<file path="src/rtl/pwm_pkg.sv">
package pwm_pkg;
  localparam int REG_W     = 16;
  localparam int FIELD_W   = 10;
  localparam int EN_BIT    = 12;
  localparam int ADDR_CTRL = 0;
  localparam int ADDR_CYC  = 1;
  localparam int ADDR_CNT  = 2;
  localparam logic [REG_W-1:0] RSV_ONES = 16'hEC00;

  function automatic logic [REG_W-1:0] pack_word(input logic en,
                                                 input logic [FIELD_W-1:0] duty);
    logic [REG_W-1:0] w;
    w         = RSV_ONES | {{(REG_W-FIELD_W){1'b0}}, duty};
    w[EN_BIT] = en;
    return w;
  endfunction
endpackage

</file>
<file path="src/rtl/pwm_counter.sv">
module pwm_counter #(
  parameter int CNT_W = 10
) (
  input  logic             clk,
  input  logic             rst,
  input  logic             cnt_en,
  input  logic [CNT_W-1:0] cyc,
  output logic [CNT_W-1:0] cnt,
  output logic             wrap
);
  logic [CNT_W-1:0] cnt_inc;
  logic             at_end;

  assign cnt_inc = cnt + 1'b1;
  assign at_end  = (cnt_inc == cyc);
  assign wrap    = cnt_en & at_end;

  always_ff @(posedge clk) begin
    if (rst)         cnt <= '0;
    else if (cnt_en) cnt <= at_end ? '0 : cnt_inc;
  end

  AST_WRAP_TO_ZERO: assert property (@(posedge clk) disable iff (rst)
    wrap |=> (cnt == '0));
  AST_HOLD_WHEN_OFF: assert property (@(posedge clk) disable iff (rst)
    !cnt_en |=> $stable(cnt));
endmodule

</file>
<file path="src/rtl/pwm_regif.sv">
module pwm_regif
  import pwm_pkg::*;
#(
  parameter int CNT_W     = 10,
  parameter int NCH       = 4,
  parameter int ADDR_W    = 4,
  parameter int BUF_BASE  = 4,
  parameter int DUTY_BASE = 8
) (
  input  logic                      clk,
  input  logic                      rst,
  input  logic                      wr_en,
  input  logic [ADDR_W-1:0]         addr,
  input  logic [REG_W-1:0]          wdata,
  input  logic [CNT_W-1:0]          cnt,
  input  logic [NCH-1:0][REG_W-1:0] buf_words,
  input  logic [NCH-1:0][REG_W-1:0] duty_words,
  output logic                      pol,
  output logic [CNT_W-1:0]          cyc,
  output logic [REG_W-1:0]          rdata
);
  logic [REG_W-1:0] rd_next;
  logic             unused_wdata;

  assign unused_wdata = ^wdata[REG_W-1:CNT_W];

  always_ff @(posedge clk) begin
    if (rst) begin
      pol <= 1'b0;
      cyc <= '1;
    end else if (wr_en) begin
      if (addr == ADDR_W'(ADDR_CTRL)) pol <= wdata[0];
      if (addr == ADDR_W'(ADDR_CYC))  cyc <= wdata[CNT_W-1:0];
    end
  end

  always_comb begin
    rd_next = '0;
    if (addr == ADDR_W'(ADDR_CTRL)) rd_next = {{(REG_W-1){1'b0}}, pol};
    if (addr == ADDR_W'(ADDR_CYC))  rd_next = REG_W'(cyc);
    if (addr == ADDR_W'(ADDR_CNT))  rd_next = REG_W'(cnt);
    for (int i = 0; i < NCH; i++) begin
      if (addr == ADDR_W'(BUF_BASE + i))  rd_next = buf_words[i];
      if (addr == ADDR_W'(DUTY_BASE + i)) rd_next = duty_words[i];
    end
  end

  always_ff @(posedge clk) rdata <= rd_next;

  AST_RSV_READ_ONES: assert property (@(posedge clk) disable iff (rst)
    (!$past(rst) && ($past(addr) >= ADDR_W'(BUF_BASE)) &&
     ($past(addr) < ADDR_W'(DUTY_BASE + NCH)))
    |-> (rdata[15:13] == 3'b111 && rdata[11:10] == 2'b11));
endmodule

</file>
<file path="src/rtl/pwm_channel.sv">
module pwm_channel
  import pwm_pkg::*;
#(
  parameter int CNT_W  = 10,
  parameter int ADDR_W = 4,
  parameter int MY_ADR = 4
) (
  input  logic              clk,
  input  logic              rst,
  input  logic              wr_en,
  input  logic [ADDR_W-1:0] addr,
  input  logic [CNT_W-1:0]  wr_duty,
  input  logic              wr_en_bit,
  input  logic              wrap,
  input  logic [CNT_W-1:0]  cnt,
  input  logic [CNT_W-1:0]  cyc,
  input  logic              pol,
  output logic [REG_W-1:0]  buf_word,
  output logic [REG_W-1:0]  duty_word,
  output logic              pwm
);
  logic [CNT_W-1:0] stg_duty, live_duty, nxt_duty;
  logic             stg_en, live_en, nxt_en, hit, active;

  assign hit      = wr_en & (addr == ADDR_W'(MY_ADR));
  assign nxt_duty = hit ? wr_duty   : stg_duty;
  assign nxt_en   = hit ? wr_en_bit : stg_en;
  assign active   = (cnt < live_duty);

  always_ff @(posedge clk) begin
    if (rst) begin
      stg_duty <= '0;
      stg_en   <= 1'b0;
    end else if (hit) begin
      stg_duty <= wr_duty;
      stg_en   <= wr_en_bit;
    end
  end

  always_ff @(posedge clk) begin
    if (rst) begin
      live_duty <= '0;
      live_en   <= 1'b0;
    end else if (wrap) begin
      live_duty <= nxt_duty;
      live_en   <= nxt_en;
    end
  end

  always_ff @(posedge clk) begin
    if (rst) pwm <= 1'b0;
    else     pwm <= live_en ? (active ^ pol) : pol;
  end

  assign buf_word  = pack_word(stg_en,  FIELD_W'(stg_duty));
  assign duty_word = pack_word(live_en, FIELD_W'(live_duty));

  AST_LIVE_STABLE: assert property (@(posedge clk) disable iff (rst)
    !wrap |=> $stable(live_duty) && $stable(live_en));
  AST_COLLIDE_TAKEN: assert property (@(posedge clk) disable iff (rst)
    (hit && wrap) |=> (live_duty == $past(wr_duty)));
  AST_OFF_INACTIVE: assert property (@(posedge clk) disable iff (rst)
    !live_en |=> (pwm == $past(pol)));
  AST_ZERO_DUTY: assert property (@(posedge clk) disable iff (rst)
    (live_duty == '0) |=> (pwm == $past(pol)));
  AST_FULL_DUTY: assert property (@(posedge clk) disable iff (rst)
    (live_en && cyc != '0 && live_duty >= cyc && cnt < cyc)
    |=> (pwm == !$past(pol)));
endmodule

</file>
<file path="src/rtl/motor_pwm_timer.sv">
module motor_pwm_timer
  import pwm_pkg::*;
#(
  parameter int CNT_W  = 10,
  parameter int NCH    = 4,
  parameter int ADDR_W = 4
) (
  input  logic              clk,
  input  logic              rst,
  input  logic              cnt_en,
  input  logic              wr_en,
  input  logic [ADDR_W-1:0] addr,
  input  logic [REG_W-1:0]  wdata,
  output logic [REG_W-1:0]  rdata,
  output logic [NCH-1:0]    pwm_out
);
  localparam int BUF_BASE  = 4;
  localparam int DUTY_BASE = BUF_BASE + NCH;

  logic [CNT_W-1:0]          cnt, cyc;
  logic                      wrap, pol;
  logic [NCH-1:0][REG_W-1:0] buf_words, duty_words;

  pwm_counter #(.CNT_W(CNT_W)) u_cnt (
    .clk(clk), .rst(rst), .cnt_en(cnt_en), .cyc(cyc), .cnt(cnt), .wrap(wrap)
  );

  pwm_regif #(
    .CNT_W(CNT_W), .NCH(NCH), .ADDR_W(ADDR_W),
    .BUF_BASE(BUF_BASE), .DUTY_BASE(DUTY_BASE)
  ) u_regs (
    .clk(clk), .rst(rst), .wr_en(wr_en), .addr(addr), .wdata(wdata),
    .cnt(cnt), .buf_words(buf_words), .duty_words(duty_words),
    .pol(pol), .cyc(cyc), .rdata(rdata)
  );

  for (genvar g = 0; g < NCH; g++) begin : g_ch
    pwm_channel #(
      .CNT_W(CNT_W), .ADDR_W(ADDR_W), .MY_ADR(BUF_BASE + g)
    ) u_ch (
      .clk(clk), .rst(rst), .wr_en(wr_en), .addr(addr),
      .wr_duty(wdata[CNT_W-1:0]), .wr_en_bit(wdata[EN_BIT]),
      .wrap(wrap), .cnt(cnt), .cyc(cyc), .pol(pol),
      .buf_word(buf_words[g]), .duty_word(duty_words[g]), .pwm(pwm_out[g])
    );
  end
endmodule

</file>
<file path="config.mk">
export PLATFORM = sky130hd
export DESIGN_NAME = motor_pwm_timer
export DESIGN_NICKNAME = d
export VERILOG_FILES = /design/src/rtl/pwm_pkg.sv /design/src/rtl/pwm_counter.sv /design/src/rtl/pwm_regif.sv /design/src/rtl/pwm_channel.sv /design/src/rtl/motor_pwm_timer.sv
export SDC_FILE = /design/constraint.sdc
export NUM_CORES = 1
export LEC_CHECK = 0
export ABC_AREA = 1
export BUFFER_PORTS_ARGS = -buffer_cell sky130_fd_sc_hd__buf_4
export CORE_MARGIN = 3
export CORE_UTILIZATION = 62
export DETAILED_ROUTE_END_ITERATION = 10
export GPL_TIMING_DRIVEN = 0
export HOLD_SLACK_MARGIN = 0.06
export PLACE_DENSITY = 0.81
export REMOVE_ABC_BUFFERS = 1
export SLEW_MARGIN = 20
export SYNTH_ARGS = -nofsm -noshare
export SYNTH_HDL_FRONTEND = slang
export SYNTH_SLANG_ARGS = --single-unit
</file>
<file path="constraint.sdc">
create_clock -name clk -period 2.7 [get_ports clk]
set_clock_uncertainty 0.2 [all_clocks]
set_input_delay 0.27 -clock clk [delete_from_list [all_inputs] [get_ports clk]]
set_output_delay 0.27 -clock clk [all_outputs]
set_load 0.05 [all_outputs]
</file>
==> impl_metrics.py, run 1 <==
metrics = {
    "placement": {
        "globalplace.congestion": 0.9093,
        "dp_hpwl_um": 12990,
        "place_ws_ns": -0.6255,
        "place.port_buffers": 38,
    },
    "critical_path": {
        "crit_path_max_fanout": 10,
        "critPathMaxStageDelay_ns": 0.43,
        "crit_type": "flop to flop",
        "r2r-start": "u_cnt.cnt[1]",
        "critPathRequiredTime_ns": 2.78,
        "slowest_stage": "dfxtp_4",
        "worstPathCellList": "ha_2 -> nand2_2 -> nor2_4 -> nand2_1 -> nand3_1 -> nand2_1 -> nor2_2 -> nand2_1 -> nor2_4 -> buf_12 -> nand3_4 -> nand2_1 -> a21oi_2",
        "reg2reg_slack_ns": 0.15,
        "critPathArrivalTime_ns": 2.64,
        "critPathCaptureType": "flop",
        "critPathMostFrequentCell": "nand2_1",
        "cp-start-kind": "flop",
        "rr_worst_depth": 13,
        "timing.rr.end": "g_ch[1].u_ch.live_duty[9]",
    },
    "drt": {
        "drt-total-wl_um": 21460,
        "num_vias": 7443,
        "vias_per_cell": 5.690,
        "first_pass_iters": 6,
        "drtAntennaViolNets": 0,
        "drtIter0Drc": 895,
        "wl_per_cell_um": 16.41,
        "drc": 0,
    },
    "global_route": {
        "grt_max_degree": 109,
        "antenna_found_initial": 0,
        "overflow": 0,
        "grt_pass1_wl_um": 33610,
        "grtUsageTotal_pct": 32.77,
        "grt_pass1_vias": 6818,
    },
    "yosys": {
        "synth_seq_cells": 125,
        "synth.yosys.seq_area_share_pct": 34.01,
        "synthCells": 1118,
        "synthesis.area_sq_um": 7357,
        "ys_warn_count": 0,
        "yosysUniqueCellTypes": 35,
        "yosysTopAreaCellShare_pct": 34.01,
        "synthTopCellsByArea": "dfxtp_1 34%, nand2_1 15%, inv_1 8.7%",
        "synth_top_area_cell": "dfxtp_1",
        "syn_avg_cell_area_sq_um": 6.581,
    },
    "power_and_ir_drop": {
        "pwr-share-seq_pct": 40.2,
        "clockPowerShare_pct": 50.5,
        "combPwrFrac_pct": 9.2,
        "swShare_pct": 24.46,
        "total_power_mw": 4.720,
        "p_leak_nw": 3.634,
        "ir_drop_mv": 0.4144,
        "p_sw_mw": 1.155,
        "p_int_mw": 3.566,
        "p_per_area_nw_per_um2": 552.3,
    },
    "die": {
        "fp-row-count": 39,
        "ios": 44,
        "die_x_um": 114.9,
        "dieArea_sq_um": 13210,
        "initial_utilization_pct": 63.89,
        "die_h_um": 114.9,
        "core_area_sq_um": 11520,
    },
    "timing": {
        "clock.fmax_mhz": 391.6,
        "setup_slack_ns": 0.1461,
        "maxSlewHeadroom_pct": 41.08,
        "hold_viol_final": 0,
        "setup_viol": 0,
        "layout_min_cycle_time_ns": 2.554,
        "fin_crit_sh_pct": 94.59,
        "worst_pin_slew_ns": 0.8838,
        "fin_hold_ws_ns": 0.1195,
        "finalMaxSlewViolations": 0,
    },
    "cells_and_area": {
        "fill_cells": 914,
        "register_area_sq_um": 2516,
        "final_layout_size_suffix_gt1_share_pct": 12.62,
        "area_growth_pct": 16.17,
        "multi_input_area_sq_um": 4009,
        "antenna-diode-count": 0,
        "nNetsFinal": 1218,
    },
    "clock_network": {
        "cts_tree": "built",
        "root_buffer": "clkbuf_16",
        "cts_inserted_buffers": 17,
        "clk_latency_ns": 0.43,
        "cts_buffer_depth": 2,
        "clk_pin_slew_ns": 0.06,
        "numClockSinks": 125,
        "htree_levels": 4,
    },
    "min_path": {
        "min_from": "wdata[12]",
        "worstHoldPathType": "primary input to flop",
        "min_to": "g_ch[2].u_ch.stg_en",
        "whs_path_depth": 5,
    },
    "job": {
        "cap_violations": 0,
    },
    "outcome": {
        "status": "complete, no violations",
    },
}
==> cells in the mapped netlist <==
cell / n
nand2_1: 292
buf_4: 8
o21bai_2: 1
o2111ai_1: 1
o21a_1: 10
nor2_4: 4
o21bai_1: 1
a21oi_1: 78
clkinv_1: 5
xor2_1: 4
nor2_1: 97
a211oi_1: 4
nor2_2: 5
o211ai_1: 13
nor3_1: 1
buf_6: 9
o21ai_0: 73
nand3_1: 86
nand3_2: 4
nand4_1: 8
a21oi_2: 10
a21boi_0: 4
inv_2: 3
nand2_4: 1
o22ai_1: 1
clkbuf_1: 31
dfxtp_1: 125
or2_2: 10
xor2_2: 1
clkbuf_4: 1
ha_1: 40
inv_1: 170
nor3_2: 1
nand2_2: 11
buf_2: 5
==> critical path, delay by kind of cell, from the launching register on <==
family,cells,cell delay (ns)
compound gates,1,0.07
fa+ha+maj,1,0.25
buf+inv,1,0.15
flops,1,0.43
simple gates,10,1.30
==> registers in the layout, summed over array words and instances, names as in the netlist <==
signal,flops
g_ch.u_ch.live_en,4
u_cnt.cnt,10
u_regs.pol,1
u_regs.cyc,10
g_ch.u_ch.pwm,4
g_ch.u_ch.stg_en,4
u_regs.rdata,12
g_ch.u_ch.live_duty,40
g_ch.u_ch.stg_duty,40
==> per-stage QoR <==
stage	instances	TNS (ns)	utilization (%)	cell area (sq um)
final	1308	0	74.22	8547
after global routing	1308	-0.01297	74.22	8547
after CTS	1302	0	73.23	8433
after detailed placement	1246	-22.77	65.38	7530
after global placement	1245	-41.36	65.22	7511
after floorplan	1064	0	-	7047
==> what timing repair did <==
action                                 CTS  global route
cloned                                   6             0
pin swaps                                6             4
hold buffers                            15             0
buffers inserted                         5             6
gates resized for setup                 12            11
endpoints found under the hold margin   24             0
setup endpoints to repair               47            63
==> cells by family after synthesis <==
logic type | after synthesis | synth area share [%]
buffers and inverters | 232 | 13.30
AO/OA/AOI/OAI | 196 | 15.08
AND/OR/NAND/NOR | 520 | 30.10
flip-flops | 125 | 34.01
adder cells (fa/ha/maj) | 40 | 6.803
XOR/XNOR | 5 | 0.6973
==> metal layers <==
layer	GRT usage, %	wire length [um]	up-vias
li1	-	-	3600
met1	41.08	8673	3364
met2	51.97	9793	388
met3	8.053	1879	91
met4	17.61	1114	0
met5	0	0	-
==> worst max path at each step <==
stage | start | to | slack (ns) | depth (start not counted)
floorplan | addr[3] | g_ch[3].u_ch.live_en | 0.09 | 8
global placement | addr[3] | g_ch[3].u_ch.live_en | -1.15 | 9
detailed placement | u_cnt.cnt[0] | g_ch[3].u_ch.live_duty[4] | -0.63 | 11
CTS | u_cnt.cnt[5] | g_ch[2].u_ch.live_duty[2] | 0.03 | 11
global route | u_cnt.cnt[1] | g_ch[1].u_ch.live_duty[9] | -0.006 | 13
finish | u_cnt.cnt[1] | g_ch[1].u_ch.live_duty[9] | 0.15 | 13
==> area by class of cell <==
class / instances / share of cell area, %
inverter: 178 / 7.817
sequential: 125 / 29.44
timing repair buffer: 65 / 6.632
clock inverter: 7 / 1.288
tap: 143 / 2.093
clock buffer: 23 / 5.826
multi-input combinational: 767 / 46.90
==> cell usage in the layout, fill, tap and decap left out, types with 2 or more instances in the layout <==
cell           instances
nand2_1              291
inv_1                170
dfxtp_1              118
nor2_1                96
nand3_1               86
a21oi_1               78
o21ai_0               73
buf_4                 46
ha_1                  39
clkbuf_16             17
dlygate4sd3_1         15
o211ai_1              13
nand2_2               12
nor2_4                11
or2_2                 10
o21a_1                10
a21oi_2               10
nand4_1                8
clkinv_1               5
clkbuf_8               5
dfxtp_2                5
nand3_4                4
a211oi_1               4
a21boi_0               4
xor2_1                 4
clkinv_2               4
inv_2                  3
nand3_2                3
bufinv_16              3
buf_12                 3
nor2_2                 2
dfxtp_4                2
==> power by group through the flow <==
stage	logic, mW	clock network, mW	registers (mW)
5_1_grt	0.473	2.46	1.90
6_report	0.435	2.39	1.90
4_1_cts	0.423	2.38	1.90
3_3_place_gp	0.394	0	1.94
2_1_floorplan	0.159	0	2.01
3_5_place_dp	0.401	0	1.94
Power figures use the tool's default switching activity.
==> run 2: changes to the inputs <==
--- a/config.mk
+++ b/config.mk
@@ -17,4 +17,5 @@
 export SLEW_MARGIN = 20
 export SYNTH_ARGS = -nofsm -noshare
 export SYNTH_HDL_FRONTEND = slang
+export SYNTH_HIERARCHICAL = 1
 export SYNTH_SLANG_ARGS = --single-unit
==> constraint.sdc (replaced) <==
create_clock -name clk -period 2.6 [get_ports clk]
set_clock_uncertainty 0.2 [all_clocks]
set_input_delay 0.26 -clock clk [delete_from_list [all_inputs] [get_ports clk]]
set_output_delay 0.26 -clock clk [all_outputs]
set_load 0.1 [all_outputs]
==> impl_metrics.py, run 2 <==
metrics = {
    "drt": {
        "first_pass_iters": 6,
        "drtAntennaViolNets": 0,
        "drtIter0Drc": 850,
        "wl_per_cell_um": 15.90,
        "vias_per_cell": 5.280,
        "drt-total-wl_um": 23290,
        "num_vias": 7735,
        "drc": 0,
    },
    "cells_and_area": {
        "final_layout_size_suffix_gt1_share_pct": 18.41,
        "nNetsFinal": 1341,
        "final_cells": 1465,
        "area_growth_pct": 13.66,
        "layout_commonest_cell": "nand2_1",
        "layout_common_cells": "322 x nand2_1, 212 x inv_1, 119 x dfxtp_1",
        "top_regs": "g_ch.u_ch/live_duty x40, g_ch.u_ch/stg_duty x40, u_regs/rdata x16",
        "antenna-diode-count": 0,
        "design_area_sq_um": 9370,
    },
    "global_route": {
        "grt_pass1_vias": 6874,
        "antenna_found_initial": 0,
        "overflow": 0,
        "grtUsageTotal_pct": 31.14,
        "grt_pass1_wl_um": 35140,
        "grt_max_degree": 64,
    },
    "critical_path": {
        "cp_top_family": "simple AND/OR/NAND/NOR gates",
        "crit_type": "flop to flop",
        "cp_num_buf_inv": 4,
        "critPathMostFrequentCell": "nand2_1",
        "critPathMaxStageDelay_ns": 0.38,
        "critPathArrivalTime_ns": 2.80,
        "cp-start-kind": "flop",
        "crit_path_max_fanout": 7,
        "reg2reg_slack_ns": -0.03,
        "slowest_stage": "dfxtp_4",
        "critPathCaptureType": "flop",
        "critPathRequiredTime_ns": 2.77,
        "worstPathCellList": "ha_4 -> nand2_4 -> nor2_4 -> nand2_1 -> nand2_1 -> nand2_1 -> nand2_1 -> nand2_1 -> nor3_2 -> nand3_2 -> clkinvlp_4 -> buf_12 -> clkinvlp_4 -> a21oi_2 -> o21ai_1 -> inv_1",
    },
    "power_and_ir_drop": {
        "combPwrFrac_pct": 10.9,
        "pwr-share-seq_pct": 41.8,
        "clockPowerShare_pct": 47.3,
        "ir_drop_mv": 0.4410,
        "p_int_mw": 3.556,
        "swShare_pct": 26.62,
        "p_leak_nw": 4.640,
        "total_power_mw": 4.846,
        "p_sw_mw": 1.290,
        "p_per_area_nw_per_um2": 517.2,
    },
    "job": {
        "cap_violations": 0,
    },
    "yosys": {
        "synth-compound-area-share_pct": 10.94,
        "synthesis.area_sq_um": 8244,
        "synth.yosys.seq_area_share_pct": 31.32,
        "synthSimpleGateAreaFrac_pct": 33.74,
        "synth_top_area_cell": "dfxtp_1",
        "yosysMostFrequentCell": "nand2_1",
        "synthCells": 1221,
        "synth_mux_area_share_pct": 0.2428,
        "yosysUniqueCellTypes": 39,
        "yosysTopAreaCellShare_pct": 31.32,
        "synth_fa_ha_area_share_pct": 5.615,
        "async_flop_share_pct": 0,
        "syn_avg_cell_area_sq_um": 6.752,
        "synth_edf_count": 0,
        "synth_top_family_by_area": "simple AND/OR/NAND/NOR gates",
        "synthTopCellsByArea": "dfxtp_1 31%, nand2_1 15%, inv_1 9.8%",
        "ys_warn_count": 6,
        "synth_seq_cells": 129,
        "synth-xor-area-share_pct": 0.1062,
        "synthTopCellsByCount": "326 x nand2_1, 215 x inv_1, 129 x dfxtp_1",
        "synth-main-ff-cell": "dfxtp_1",
    },
    "timing": {
        "finalMaxSlewViolations": 0,
        "hold_viol_final": 0,
        "rsz0062_at_grt": "true",
        "fin_crit_sh_pct": 101.1,
        "worst_pin_slew_ns": 0.9826,
        "maxSlewHeadroom_pct": 34.25,
        "layout_min_cycle_time_ns": 2.629,
        "setup_slack_ns": -0.02918,
        "clock.fmax_mhz": 380.3,
        "setup_viol": 6,
        "tns_ns": -0.08097,
    },
    "outcome": {
        "status": "complete, but fails checks",
        "failed_checks": "negative setup slack",
    },
    "min_path": {
        "worstHoldPathType": "primary input to flop",
    },
    "die": {
        "die_h_um": 121.3,
        "die_x_um": 121.3,
        "core_area_sq_um": 12820,
        "fp-row-count": 41,
        "initial_utilization_pct": 64.28,
        "ios": 44,
        "dieArea_sq_um": 14720,
    },
    "clock_network": {
        "cts_tree": "built",
        "numClockSinks": 129,
        "cts_inserted_buffers": 17,
        "cts_buffer_depth": 2,
        "clk_latency_ns": 0.43,
        "root_buffer": "clkbuf_16",
        "htree_levels": 4,
        "clk_pin_slew_ns": 0.06,
    },
    "placement": {
        "place.port_buffers": 38,
        "dpl_cell_area_sq_um": 8245,
        "globalplace.congestion": 0.9434,
        "dp_cells": 1388,
        "dp_hpwl_um": 14270,
        "place_ws_ns": -1.158,
    },
}
run 2: tightest hold or removal path: cells and delay by family:
kind | cells | cell delay (ns)
AO/OA/AOI/OAI | 2 | 0.19
buffers and inverters | 1 | 0.15
AND/OR/NAND/NOR | 2 | 0.15
run 2: final timing paths:
| path | end | from | depth (start not counted) |
|---|---|---|---|
| worst max-delay path | g_ch[1].u_ch/live_duty[1] | u_cnt/cnt[0] | 16 |
| worst min-delay path | u_regs/pol | addr[1] | 5 |
| worst max register to register | g_ch[1].u_ch/live_duty[1] | u_cnt/cnt[0] | 16 |
| worst min register to register | u_regs/rdata[2] | g_ch[3].u_ch/live_duty[2] | 2 |
run 2: per-layer routing:
| layer | up-vias | track usage, % | routed length (um) |
|---|---|---|---|
| met2 | 399 | 51.85 | 10870 |
| met5 | - | 0 | 0 |
| li1 | 3805 | - | - |
| met1 | 3468 | 39.68 | 9454 |
| met4 | 0 | 12.82 | 811 |
| met3 | 63 | 5.688 | 2153 |
run 2: timing repair:
action,in CTS,in global routing
gates resized for setup,26,35
buffers inserted,5,18
gates cloned,7,1
endpoints found under the hold margin,28,0
setup endpoints to repair,44,44
hold buffers,14,0
pin swaps,1,10
run 2: area by class of cell:
type	instances	area (sq um)
clock inverters	10	83.83
repair buffers	76	655.6
repair inverters	7	52.55
clock buffers	22	484.2
fillers	1035	3455
flip-flops and latches	129	2618
well taps	172	215.2
multi-input cells	826	4403
inverters	223	858.3
run 2: power groups by stage:
stage | Combinational [mW] | Sequential [mW] | Clock (mW)
finish | 0.530 | 2.03 | 2.29
global route | 0.566 | 2.03 | 2.39
CTS | 0.492 | 2.03 | 2.30
detailed placement | 0.458 | 2.08 | 0
global placement | 0.453 | 2.08 | 0
floorplan | 0.187 | 2.19 | 0
run 2: kinds of logic (layout without fill, tap and decap cells):
logic type	count (synthesis)	after routing
XOR/XNOR	1	1
AND/OR/NAND/NOR	599	599
adder cells (fa/ha/maj)	37	37
multiplexers	2	2
other	4	40
buffers and inverters	302	338
flip-flops	129	129
AO/OA/AOI/OAI	147	147
run 2: through the flow:
stage                     util (%)  hold WS, ns
final                        73.06       0.1637
after floorplan                  -       0.1291
after CTS                    70.93       0.1398
after global routing         73.06       0.2278
after detailed placement     64.29       0.2544
after global placement       64.29       0.2503
